File: src/rtl/chain_cipher_pkg.sv
package chain_cipher_pkg;

  localparam int BYTE_W = 8;

  typedef logic [BYTE_W-1:0] byte_t;

  typedef struct packed {
    byte_t pchain;   // previous plaintext
    byte_t cchain;   // previous ciphertext
  } chain_t;

  typedef enum logic { DIR_ENC = 1'b0, DIR_DEC = 1'b1 } dir_e;

  localparam byte_t PCHAIN_SEED = 8'h9b;
  localparam byte_t CCHAIN_SEED = 8'h54;

  function automatic chain_t seed_chain();
    chain_t s;
    s.pchain = PCHAIN_SEED;
    s.cchain = CCHAIN_SEED;
    return s;
  endfunction

  // forward round keyed by the ciphertext chain
  function automatic byte_t fwd_round_c(byte_t v, byte_t c);
    byte_t t;
    t = v ^ c ^ 8'h2b;
    t = t - 8'h05;
    t = t ^ 8'h35;
    t = t - 8'h39;
    return t;
  endfunction

  // forward round keyed by the plaintext chain
  function automatic byte_t fwd_round_p(byte_t a, byte_t p);
    byte_t t;
    t = a ^ p ^ 8'h5a;
    t = t - 8'hb0;
    t = t ^ 8'h38;
    t = t - 8'h45;
    return t;
  endfunction

  function automatic byte_t inv_round_p(byte_t y, byte_t p);
    byte_t t;
    t = y + 8'h45;
    t = t ^ 8'h38;
    t = t + 8'hb0;
    t = t ^ 8'h5a ^ p;
    return t;
  endfunction

  function automatic byte_t inv_round_c(byte_t a, byte_t c);
    byte_t t;
    t = a + 8'h39;
    t = t ^ 8'h35;
    t = t + 8'h05;
    t = t ^ 8'h2b ^ c;
    return t;
  endfunction

  function automatic byte_t encrypt_byte(byte_t v, chain_t st);
    return fwd_round_p(fwd_round_c(v, st.cchain), st.pchain);
  endfunction

  function automatic byte_t decrypt_byte(byte_t y, chain_t st);
    return inv_round_c(inv_round_p(y, st.pchain), st.cchain);
  endfunction

endpackage

File: src/rtl/chain_state.sv
module chain_state
  import chain_cipher_pkg::*;
(
  input  logic   clk,
  input  logic   rst_n,
  input  logic   reload,
  input  logic   advance,
  input  chain_t nxt,
  output chain_t cur
);

  always_ff @(posedge clk or negedge rst_n) begin
    if (!rst_n)       cur <= seed_chain();
    else if (reload)  cur <= seed_chain();
    else if (advance) cur <= nxt;
  end

  AST_RELOAD_WINS: assert property (@(posedge clk) disable iff (!rst_n)
    reload |=> (cur.pchain == PCHAIN_SEED && cur.cchain == CCHAIN_SEED));

  AST_IDLE_HOLD: assert property (@(posedge clk) disable iff (!rst_n)
    (!reload && !advance) |=> $stable(cur));

endmodule

File: src/rtl/byte_xform.sv
module byte_xform
  import chain_cipher_pkg::*;
#(
  parameter dir_e DIR = DIR_ENC
) (
  input  byte_t  in_byte,
  input  chain_t st,
  output byte_t  out_byte,
  output chain_t nxt
);

  generate
    if (DIR == DIR_ENC) begin : g_enc
      always_comb begin
        out_byte   = encrypt_byte(in_byte, st);
        nxt.pchain = in_byte;
        nxt.cchain = out_byte;
      end
    end else begin : g_dec
      always_comb begin
        out_byte   = decrypt_byte(in_byte, st);
        nxt.pchain = out_byte;
        nxt.cchain = in_byte;
      end
    end
  endgenerate

endmodule

File: src/rtl/out_stage.sv
module out_stage
  import chain_cipher_pkg::*;
(
  input  logic  clk,
  input  logic  rst_n,
  input  logic  load,
  input  byte_t load_data,
  input  logic  out_ready,
  output logic  room,
  output logic  out_valid,
  output byte_t out_data
);

  assign room = !out_valid || out_ready;

  always_ff @(posedge clk or negedge rst_n) begin
    if (!rst_n) begin
      out_valid <= 1'b0;
      out_data  <= '0;
    end else if (load) begin
      out_valid <= 1'b1;
      out_data  <= load_data;
    end else if (out_ready) begin
      out_valid <= 1'b0;
    end
  end

  AST_OUT_STALL: assert property (@(posedge clk) disable iff (!rst_n)
    (out_valid && !out_ready) |=> (out_valid && $stable(out_data)));

  AST_DRAIN: assert property (@(posedge clk) disable iff (!rst_n)
    (out_valid && out_ready && !load) |=> !out_valid);

endmodule

File: src/rtl/frame_tracker.sv
module frame_tracker #(
  parameter int MAX_FRAME = 64
) (
  input  logic clk,
  input  logic rst_n,
  input  logic restart,
  input  logic accept
);

  localparam int POS_W = $clog2(MAX_FRAME + 1);

  logic [POS_W-1:0] pos;
  logic             frame_full;

  assign frame_full = (pos == POS_W'(MAX_FRAME));

  always_ff @(posedge clk or negedge rst_n) begin
    if (!rst_n)                      pos <= '0;
    else if (restart)                pos <= '0;
    else if (accept && !frame_full)  pos <= pos + 1'b1;
  end

  AST_FRAME_LEN: assert property (@(posedge clk) disable iff (!rst_n)
    accept |-> !frame_full);

endmodule

File: src/rtl/cipher_lane.sv
module cipher_lane
  import chain_cipher_pkg::*;
#(
  parameter dir_e DIR       = DIR_ENC,
  parameter int   MAX_FRAME = 64
) (
  input  logic  clk,
  input  logic  rst_n,
  input  logic  frame_start,
  input  logic  in_valid,
  input  byte_t in_data,
  output logic  in_ready,
  output logic  out_valid,
  output byte_t out_data,
  input  logic  out_ready
);

  chain_t cur_chain;
  chain_t nxt_chain;
  byte_t  result;
  logic   accept;

  assign accept = in_valid && in_ready;

  chain_state u_state (
    .clk     (clk),
    .rst_n   (rst_n),
    .reload  (frame_start),
    .advance (accept),
    .nxt     (nxt_chain),
    .cur     (cur_chain)
  );

  byte_xform #(.DIR(DIR)) u_xform (
    .in_byte  (in_data),
    .st       (cur_chain),
    .out_byte (result),
    .nxt      (nxt_chain)
  );

  out_stage u_out (
    .clk       (clk),
    .rst_n     (rst_n),
    .load      (accept),
    .load_data (result),
    .out_ready (out_ready),
    .room      (in_ready),
    .out_valid (out_valid),
    .out_data  (out_data)
  );

  frame_tracker #(.MAX_FRAME(MAX_FRAME)) u_frame (
    .clk     (clk),
    .rst_n   (rst_n),
    .restart (frame_start),
    .accept  (accept)
  );

  AST_ONE_CYCLE: assert property (@(posedge clk) disable iff (!rst_n)
    accept |=> (out_valid && out_data == $past(result)));

  generate
    if (DIR == DIR_ENC) begin : g_enc_chk
      AST_ENC_CHAIN: assert property (@(posedge clk) disable iff (!rst_n)
        (accept && !frame_start) |=> (cur_chain.pchain == $past(in_data) &&
                                      cur_chain.cchain == out_data));
      AST_ENC_INVERT: assert property (@(posedge clk) disable iff (!rst_n)
        accept |-> (decrypt_byte(result, cur_chain) == in_data));
    end else begin : g_dec_chk
      AST_DEC_CHAIN: assert property (@(posedge clk) disable iff (!rst_n)
        (accept && !frame_start) |=> (cur_chain.cchain == $past(in_data) &&
                                      cur_chain.pchain == out_data));
      AST_DEC_INVERT: assert property (@(posedge clk) disable iff (!rst_n)
        accept |-> (encrypt_byte(result, cur_chain) == in_data));
    end
  endgenerate

endmodule

File: src/rtl/chain_cipher.sv
module chain_cipher
  import chain_cipher_pkg::*;
#(
  parameter int MAX_FRAME = 64
) (
  input  logic       clk,
  input  logic       rst_n,
  input  logic       enc_frame_start,
  input  logic       enc_in_valid,
  input  logic [7:0] enc_in_data,
  output logic       enc_in_ready,
  output logic       enc_out_valid,
  output logic [7:0] enc_out_data,
  input  logic       enc_out_ready,
  input  logic       dec_frame_start,
  input  logic       dec_in_valid,
  input  logic [7:0] dec_in_data,
  output logic       dec_in_ready,
  output logic       dec_out_valid,
  output logic [7:0] dec_out_data,
  input  logic       dec_out_ready
);

  cipher_lane #(.DIR(DIR_ENC), .MAX_FRAME(MAX_FRAME)) u_enc_lane (
    .clk         (clk),
    .rst_n       (rst_n),
    .frame_start (enc_frame_start),
    .in_valid    (enc_in_valid),
    .in_data     (enc_in_data),
    .in_ready    (enc_in_ready),
    .out_valid   (enc_out_valid),
    .out_data    (enc_out_data),
    .out_ready   (enc_out_ready)
  );

  cipher_lane #(.DIR(DIR_DEC), .MAX_FRAME(MAX_FRAME)) u_dec_lane (
    .clk         (clk),
    .rst_n       (rst_n),
    .frame_start (dec_frame_start),
    .in_valid    (dec_in_valid),
    .in_data     (dec_in_data),
    .in_ready    (dec_in_ready),
    .out_valid   (dec_out_valid),
    .out_data    (dec_out_data),
    .out_ready   (dec_out_ready)
  );

  AST_RESET_IDLE: assert property (@(posedge clk)
    !rst_n |=> (!enc_out_valid && !dec_out_valid) || rst_n);

endmodule

File: config.mk
export PLATFORM = sky130hd
export DESIGN_NAME = chain_cipher
export DESIGN_NICKNAME = d
export VERILOG_FILES = /design/src/rtl/chain_cipher_pkg.sv /design/src/rtl/chain_state.sv /design/src/rtl/byte_xform.sv /design/src/rtl/out_stage.sv /design/src/rtl/frame_tracker.sv /design/src/rtl/cipher_lane.sv /design/src/rtl/chain_cipher.sv
export SDC_FILE = /design/constraint.sdc
export NUM_CORES = 1
export LEC_CHECK = 0
export CORE_ASPECT_RATIO = 1.75
export CORE_MARGIN = 8
export CORE_UTILIZATION = 50
export DETAILED_ROUTE_END_ITERATION = 7
export DONT_BUFFER_PORTS = 1
export GPL_TIMING_DRIVEN = 0
export PLACE_DENSITY = 0.69
export SYNTH_ARGS = -nofsm -noshare
export SYNTH_HDL_FRONTEND = slang
export SYNTH_SLANG_ARGS = --single-unit
File: constraint.sdc
create_clock -name clk -period 6.7 [get_ports clk]
set_input_delay 2.01 -clock clk [delete_from_list [all_inputs] [get_ports clk]]
set_output_delay 2.01 -clock clk [all_outputs]
set_load 0.05 [all_outputs]
==> results of run 1 <==
[through the flow]
stage	hold WS [ns]	utilization, %	instances	power (uW)
after global routing	0.515	54.6	485	1740
after detailed placement	0.488	52.4	477	1370
after CTS	0.500	54.6	485	1640
after floorplan	0.471	-	393	1220
final	0.495	54.6	485	1630
after global placement	0.483	52.4	477	1350
[cell usage in the layout, fill, tap and decap left out, types with 4 or more instances in the layout]
cell | netlist | final
o211ai_1 | 5 | 5
nand3_1 | 7 | 7
clkbuf_16 | 0 | 5
nand2_1 | 66 | 66
inv_1 | 5 | 5
nor4_1 | 4 | 4
nor2_1 | 36 | 36
ha_1 | 7 | 7
dfrtp_1 | 34 | 34
nand2b_1 | 4 | 4
xor2_1 | 17 | 17
xnor2_1 | 50 | 50
a311oi_1 | 4 | 4
nor3_1 | 9 | 9
a21oi_1 | 22 | 22
o21ai_0 | 19 | 19
nand3b_1 | 9 | 9
dfstp_2 | 16 | 16
clkbuf_1 | 15 | 15
[registers in the layout, indices dropped and copies added, names as in the netlist]
signal                      count
u_dec_lane.u_state.cur         16
u_enc_lane.u_out.out_valid      1
u_enc_lane.u_state.cur         16
u_dec_lane.u_out.out_valid      1
u_enc_lane.u_out.out_data       8
u_dec_lane.u_out.out_data       8
[path summary, 6_finish.rpt]
kind                                            from                            to  slack [ns]
setup / recovery                      enc_in_data[0]     u_enc_lane.u_state.cur[7]        1.61
hold / removal             u_dec_lane.u_state.cur[2]     u_dec_lane.u_state.cur[2]        0.50
setup reg to reg           u_enc_lane.u_state.cur[0]     u_enc_lane.u_state.cur[7]        2.87
hold reg to reg            u_dec_lane.u_state.cur[2]     u_dec_lane.u_state.cur[2]        0.50
max in group asynchronous                      rst_n     u_dec_lane.u_state.cur[9]        5.09
min in group asynchronous                      rst_n  u_dec_lane.u_out.out_data[6]        1.41
[cell type report]
type | count | share of cell area (%)
multi-input combinational | 319 | 56.2
sequential | 50 | 34.2
clock buffer | 6 | 3.74
tap | 84 | 2.83
buffer | 17 | 1.95
inverter | 7 | 0.707
clock inverter | 2 | 0.337
[cell usage after synthesis, drive strengths merged (2+ instances only)]
| cell | n | area share, % |
|---|---|---|
| a211oi | 2 | 0.43 |
| a21o | 2 | 0.43 |
| a21oi | 23 | 3.4 |
| a311oi | 4 | 1.0 |
| a31oi | 3 | 0.54 |
| a32o | 2 | 0.58 |
| and2 | 2 | 0.36 |
| and3 | 3 | 0.69 |
| buf | 2 | 0.47 |
| clkbuf | 15 | 1.6 |
| dfrtp | 34 | 25 |
| dfstp | 16 | 12 |
| ha | 7 | 2.5 |
| inv | 7 | 0.76 |
| mux2i | 2 | 0.58 |
| nand2 | 66 | 7.2 |
| nand2b | 4 | 0.72 |
| nand3 | 7 | 1.0 |
| nand3b | 9 | 2.0 |
| nor2 | 36 | 3.9 |
| nor2b | 3 | 0.54 |
| nor3 | 9 | 1.3 |
| nor4 | 4 | 0.72 |
| o2111a | 2 | 0.65 |
| o211ai | 5 | 1.1 |
| o21a | 2 | 0.43 |
| o21ai | 19 | 2.7 |
| o21bai | 3 | 0.65 |
| o22ai | 2 | 0.36 |
| o31ai | 2 | 0.43 |
| or3b | 2 | 0.51 |
| xnor2 | 53 | 14 |
| xnor3 | 2 | 1.3 |
| xor2 | 19 | 5.2 |
[critical path: stages]
cell and delay (ns):
xnor2_2 0.37, inv_2 0.09, buf_6 0.17, ha_1 0.37, o31a_2 0.38, a311oi_1 0.25
nor2_1 0.11, xnor2_1 0.27, inv_1 0.11, ha_1 0.29, inv_1 0.06, o2111a_1 0.13
or3_1 0.37, a311oi_1 0.29
[power by group]
part	switching, uW	internal, uW
registers	216	387
logic	442	331
clock network	110	148
[cell families after synthesis]
| kind of cell | after synthesis | synth area share [%] |
|---|---|---|
| compound gates | 82 | 15.6 |
| xor+xnor | 74 | 20.6 |
| fa+ha+maj | 7 | 2.53 |
| buf+inv | 24 | 2.86 |
| flops | 50 | 36.8 |
| mux | 2 | 0.579 |
| simple gates | 154 | 21.0 |
[layer usage]
metal / GRT usage [%] / up-vias
li1: - / 1373
met5: 0 / -
met3: 2.99 / 21
met2: 34.7 / 68
met4: 10.2 / 0
met1: 15.9 / 1387
==> metrics.csv, run 1 <==
stage;metric;value;unit
setup_path;worstSetupPathType;in -> reg;
route;ant_nets;0;
placed_design;portBuffers;0;
route;first_pass_iters;4;
timing;hold_violations;0;
route;route.met2.wl;4960;um
route;drt-met1-wl;2960;um
floorplan;die_y;126;um
floorplan;core-area;6810;um^2
floorplan;rows;40;
setup_path;worstPathArrival;5.28;ns
global_routing;grt_pass1_wl;14000;um
clocking;clk_pin_slew_worst_paths;0.07;ns
cells_and_area;fin_nets;431;
floorplan;die-area;9940;um^2
run;maxCapViolations;0;
setup_path;cp_data_required_time;6.89;ns
placed_design;place_ws;1.33;ns
global_routing;grt_overflow;0;
route;wire_per_inst;17.8;um
route;vias;2849;
clocking;numClockSinks;50;
power;peakVddDrop;0.178;mV
clocking;cts_buffer_depth;2;
global_routing;grt_usage;17.7;%
clocking;cts_buffers;5;
global_routing;first_global_vias;2889;
cells_and_area;design_area;3710;um^2
cells_and_area;fill_cells;642;
cells_and_area;multi_input_area;2090;um^2
timing;setup_ws;1.61;ns
clocking;insertion_delay;0.29;ns
placed_design;gp_congestion;0.905;
setup_path;critPathLaunchType;input port;
route;viasPerCell;5.87;
power;p_leak;0.00150;uW
clocking;cts-resized-gates;0;
clocking;cts_tree;built;
cells_and_area;diodes;0;
logic_synthesis;yosys_warnings;0;
clocking;cts_htree_levels;2;
logic_synthesis;syn-cell-area;3460;um^2
timing;finalCritPeriodShare;76.0;%
logic_synthesis;syn_inst;393;
setup_path;cp_max_fo;10;
setup_path;reg2reg_depth;14;
cells_and_area;regArea;1270;um^2
logic_synthesis;seq_area_frac_synth;36.8;%
power;powerDensity;440;nW/um^2
route;drcViolationCount;0;
timing;slew_violations;0;
min_path;min_path_cells;2;
cells_and_area;syn2layout_area_growth;7.42;%
floorplan;initial_core_util;50.8;%
placed_design;placed_area;3560;um^2
status;status;finished clean;
timing;rsz0062_at_grt;no;
route;first_iter_violations;135;
timing;fin_setup_tns;0;ns
route;dr.max_layer_used;met4;
clocking;holdBufCountCts;0;
clocking;root_buffer;clkbuf_16;
timing;min_period;5.09;ns
global_routing;grt_antenna_before_repair;0;
logic_synthesis;synth_nets;424;
timing;fmax;0.196;GHz
timing;setup_violations;0;
timing;slew_headroom;46.4;%
logic_synthesis;syn_area_per_cell;8.80;um^2
cells_and_area;layout-drive-gt1-share;9.98;%
timing;worst_pin_slew;0.798;ns
timing;clock_skew;0.00754;ns
placed_design;dp_hpwl;6760;um
route;wirelength;8610;um
setup_path;end_kind;flip-flop;
clocking;post_cts_buffers;0;
route;wl_met3;331;um
logic_synthesis;synth_edf_count;0;
global_routing;grt_start_max_net_pins;51;
logic_synthesis;ys_ff_latch;50;
floorplan;die_x;78.9;um
floorplan;ioPinCount;44;
logic_synthesis;synthDistinctLibCells;60;
logic_synthesis;synthArstFlopShare;100;%
min_path;hold_path_class;reg -> reg;
logic_synthesis;ys.flop_type;dfrtp_1;
(Power assumes the default switching activity.)
==> run 2, diff against run 1 <==
ABC_AREA = 1   (was not set)
clock period = 5 ns   (was 6.7 ns; I/O delays follow)
==> run 2 against run 1 <==
Cell area decreased by 4.6%. Sequential power increased by 24%. Die area down 4.1%. Via count up 0.11%. Non-clock buffer count is 12 lower. Register-to-register slack got worse by 0.80 ns. Flip-flop and latch count stayed put. Routed wire length is 6.8% lower. Clock skew hardly changed. Critical path depth rose by 7.
==> metrics.csv, run 2 <==
stage;metric;value;unit;change
floorplan;core-area;6440;um^2;was 6810 um^2
route;ant_nets;0;;unchanged
timing;worst_pin_slew;0.556;ns;was 0.798 ns
cells_and_area;multi_input_area;1720;um^2;was 2090 um^2
floorplan;initial_core_util;51.1;%;was 50.8%
logic_synthesis;syn_inst;461;;was 393
cells_and_area;fill_cells;631;;was 642
setup_path;rrSetupSlack;2.07;ns;was 2.87 ns
setup_path;cp_max_fo;5;;was 10
clocking;cts_tree;built;;unchanged
cells_and_area;most-common-layout-cells;nand2_1, inv_1, nand3_1;;was nand2_1, xnor2_1, nor2_1
setup_path;end_kind;flip-flop;;unchanged
global_routing;grt_overflow;0;;unchanged
status;status;finished clean;;unchanged
logic_synthesis;syn-cell-area;3290;um^2;was 3460 um^2
global_routing;grt_antenna_before_repair;0;;unchanged
placed_design;placed_area;3390;um^2;was 3560 um^2
clocking;insertion_delay;0.30;ns;was 0.29 ns
clocking;holdBufCountCts;0;;unchanged
timing;slew_violations;0;;unchanged
route;wirelength;8030;um;was 8610 um
timing;rsz0062_at_grt;no;;unchanged
timing;slew_headroom;62.9;%;was 46.4%
logic_synthesis;yosys_warnings;0;;unchanged
placed_design;gp_congestion;0.844;;was 0.905
logic_synthesis;synth_common_cells;nand2_1, inv_1, nand3_1, dfrtp_1, nor2_1;;was nand2_1, xnor2_1, nor2_1, dfrtp_1, a21oi_1
logic_synthesis;synth_largest_area_cell;dfrtp_1;;unchanged
timing;fmax;0.280;GHz;
clocking;numClockSinks;50;;unchanged
run;maxCapViolations;0;;unchanged
floorplan;die-area;9530;um^2;was 9940 um^2
logic_synthesis;synthArstFlopShare;100;%;unchanged
route;first_iter_violations;119;;was 135
setup_path;r2r_end;u_dec_lane.u_state.cur[1];;was u_enc_lane.u_state.cur[7]
timing;finalCritPeriodShare;71.3;%;
clocking;cts_buffers;5;;unchanged
power;powerDensity;468;nW/um^2;was 440 nW/um^2
route;viasPerCell;5.18;;was 5.87
global_routing;grt_usage;17.6;%;was 17.7%
power;p_leak;0.00192;uW;was 0.00150 uW
clocking;cts_buffer_depth;2;;unchanged
logic_synthesis;synth_nets;492;;was 424
route;vias;2852;;was 2849
logic_synthesis;synth_top_area_share;25.9;%;was 24.6%
cells_and_area;regArea;1270;um^2;unchanged
cells_and_area;design_area;3540;um^2;was 3710 um^2
logic_synthesis;ys_ff_latch;50;;unchanged
timing;hold_violations;0;;unchanged
timing;clock_skew;0.00777;ns;was 0.00754 ns
timing;fin_setup_tns;0;ns;unchanged
route;first_pass_iters;5;;was 4
min_path;hold_start;u_enc_lane.u_state.cur[15];;was u_dec_lane.u_state.cur[2]
logic_synthesis;seq_area_frac_synth;38.6;%;was 36.8%
logic_synthesis;netlist_top_cells_area;dfrtp_1, nand2_1, dfstp_2;;was dfrtp_1, xnor2_1, dfstp_2
clocking;root_buffer;clkbuf_16;;unchanged
cells_and_area;reg_top3;u_dec_lane.u_state.cur x16, u_enc_lane.u_state.cur x16;;unchanged
cells_and_area;syn2layout_area_growth;7.72;%;was 7.42%
power;peakVddDrop;0.289;mV;was 0.178 mV
global_routing;grt_start_max_net_pins;51;;unchanged
floorplan;rows;39;;was 40
clocking;post_cts_buffers;0;;unchanged
floorplan;ioPinCount;44;;unchanged
cells_and_area;layout-drive-gt1-share;11.3;%;was 9.98%
route;drcViolationCount;0;;unchanged
timing;setup_violations;0;;unchanged
global_routing;grt_pass1_wl;13100;um;was 14000 um
timing;min_period;3.57;ns;
setup_path;cp_data_required_time;5.15;ns;was 6.89 ns
route;wire_per_inst;14.6;um;was 17.8 um
cells_and_area;diodes;0;;unchanged
logic_synthesis;syn_area_per_cell;7.14;um^2;was 8.80 um^2
global_routing;first_global_vias;2904;;was 2889
setup_path;worstPathArrival;3.72;ns;was 5.28 ns
logic_synthesis;synth_edf_count;0;;unchanged
cells_and_area;final_common_cell;nand2_1;;unchanged
floorplan;die_y;123;um;was 126 um
logic_synthesis;synthDistinctLibCells;32;;was 60
floorplan;die_x;77.3;um;was 78.9 um
clocking;cts_htree_levels;2;;unchanged
setup_path;rr_startpoint;u_dec_lane.u_out.out_valid;;was u_enc_lane.u_state.cur[0]
setup_path;critPathLaunchType;input port;;unchanged
min_path;hold_path_class;reg -> reg;;unchanged
logic_synthesis;synth_most_common_cell;nand2_1;;unchanged
cells_and_area;fin_nets;499;;was 431
logic_synthesis;ys.flop_type;dfrtp_1;;unchanged
setup_path;reg2reg_depth;6;;was 14
min_path;min_path_cells;2;;unchanged
min_path;min_to;u_enc_lane.u_state.cur[15];;was u_dec_lane.u_state.cur[2]
placed_design;portBuffers;0;;unchanged
placed_design;dp_hpwl;6380;um;was 6760 um
clocking;cts-resized-gates;0;;unchanged
clocking;clk_pin_slew_worst_paths;0.07;ns;about the same
setup_path;worstSetupPathType;in -> reg;;unchanged
==> run 2: logic make-up after synthesis <==
group / Yosys count / synth area share (%)
and+or+nand+nor: 263 / 34.5
adders and majority gates: 7 / 2.66
buffers and inverters: 73 / 9.05
DFF: 50 / 38.6
xor gates and xnor gates: 22 / 7.00
AOI/OAI and AO/OA: 46 / 8.14
==> run 2: worst max path at each step <==
stage / start / end / slack, ns
2_1_floorplan: enc_in_data[1] / u_enc_lane.u_state.cur[7] / 1.52
3_3_place_gp: enc_in_data[1] / u_enc_lane.u_state.cur[7] / 1.21
3_5_place_dp: enc_in_data[1] / u_enc_lane.u_state.cur[7] / 1.14
4_1_cts: enc_in_data[1] / u_enc_lane.u_state.cur[7] / 1.44
5_1_grt: enc_in_data[1] / u_enc_lane.u_state.cur[7] / 1.10
6_report: enc_in_data[1] / u_enc_lane.u_state.cur[7] / 1.43
==> run 2: critical path, stage by stage <==
cell	delay (ns)
inv_1	0.03
nand2_1	0.07
nand2_2	0.09
ha_1	0.22
inv_1	0.05
nand3_1	0.17
nand2_1	0.17
nand2_1	0.07
nand2_1	0.10
inv_1	0.07
nor2_1	0.12
nand2_1	0.10
nand3_1	0.09
nand2_1	0.10
ha_1	0.33
inv_1	0.06
nand3_1	0.08
nand2_1	0.08
nand2_1	0.04
nand3_1	0.10
a21oi_1	0.08
==> run 2: per-stage QoR <==
| stage | std cells | util (%) | hold slack [ns] | power, uW | setup slack, ns |
|---|---|---|---|---|---|
| finish | 551 | 55.0 | 0.497 | 1660 | 1.43 |
| global route | 551 | 55.0 | 0.521 | 1780 | 1.10 |
| CTS | 551 | 55.0 | 0.500 | 1670 | 1.44 |
| detailed placement | 543 | 52.7 | 0.488 | 1320 | 1.14 |
| global placement | 543 | 52.7 | 0.479 | 1300 | 1.21 |
| floorplan | 461 | - | 0.469 | 1200 | 1.52 |
==> run 2: final cells by class <==
class	instances	share of cell area, %
multi-input cells	338	48.6
flip-flops and latches	50	35.9
inverters	68	7.20
clock buffers	6	3.92
well taps	82	2.90
plain buffers	5	1.20
clock inverters	2	0.353
==> run 2: where the power goes <==
part | internal [uW] | leakage, uW | switching, uW
Sequential | 493 | 0.000602 | 252
Combinational | 205 | 0.00124 | 356
Clock | 199 | 0.0000729 | 155
==> run 2: layer usage <==
metal / part of all wire, % / up-vias / global-route usage [%] / wire length, um
met5: 0 / - / 0 / 0
met4: 4.1 / 0 / 11.5 / 328
met3: 3.3 / 20 / 3.28 / 263
met2: 59 / 54 / 36.3 / 4730
met1: 34 / 1321 / 14.5 / 2710
li1: - / 1457 / - / -
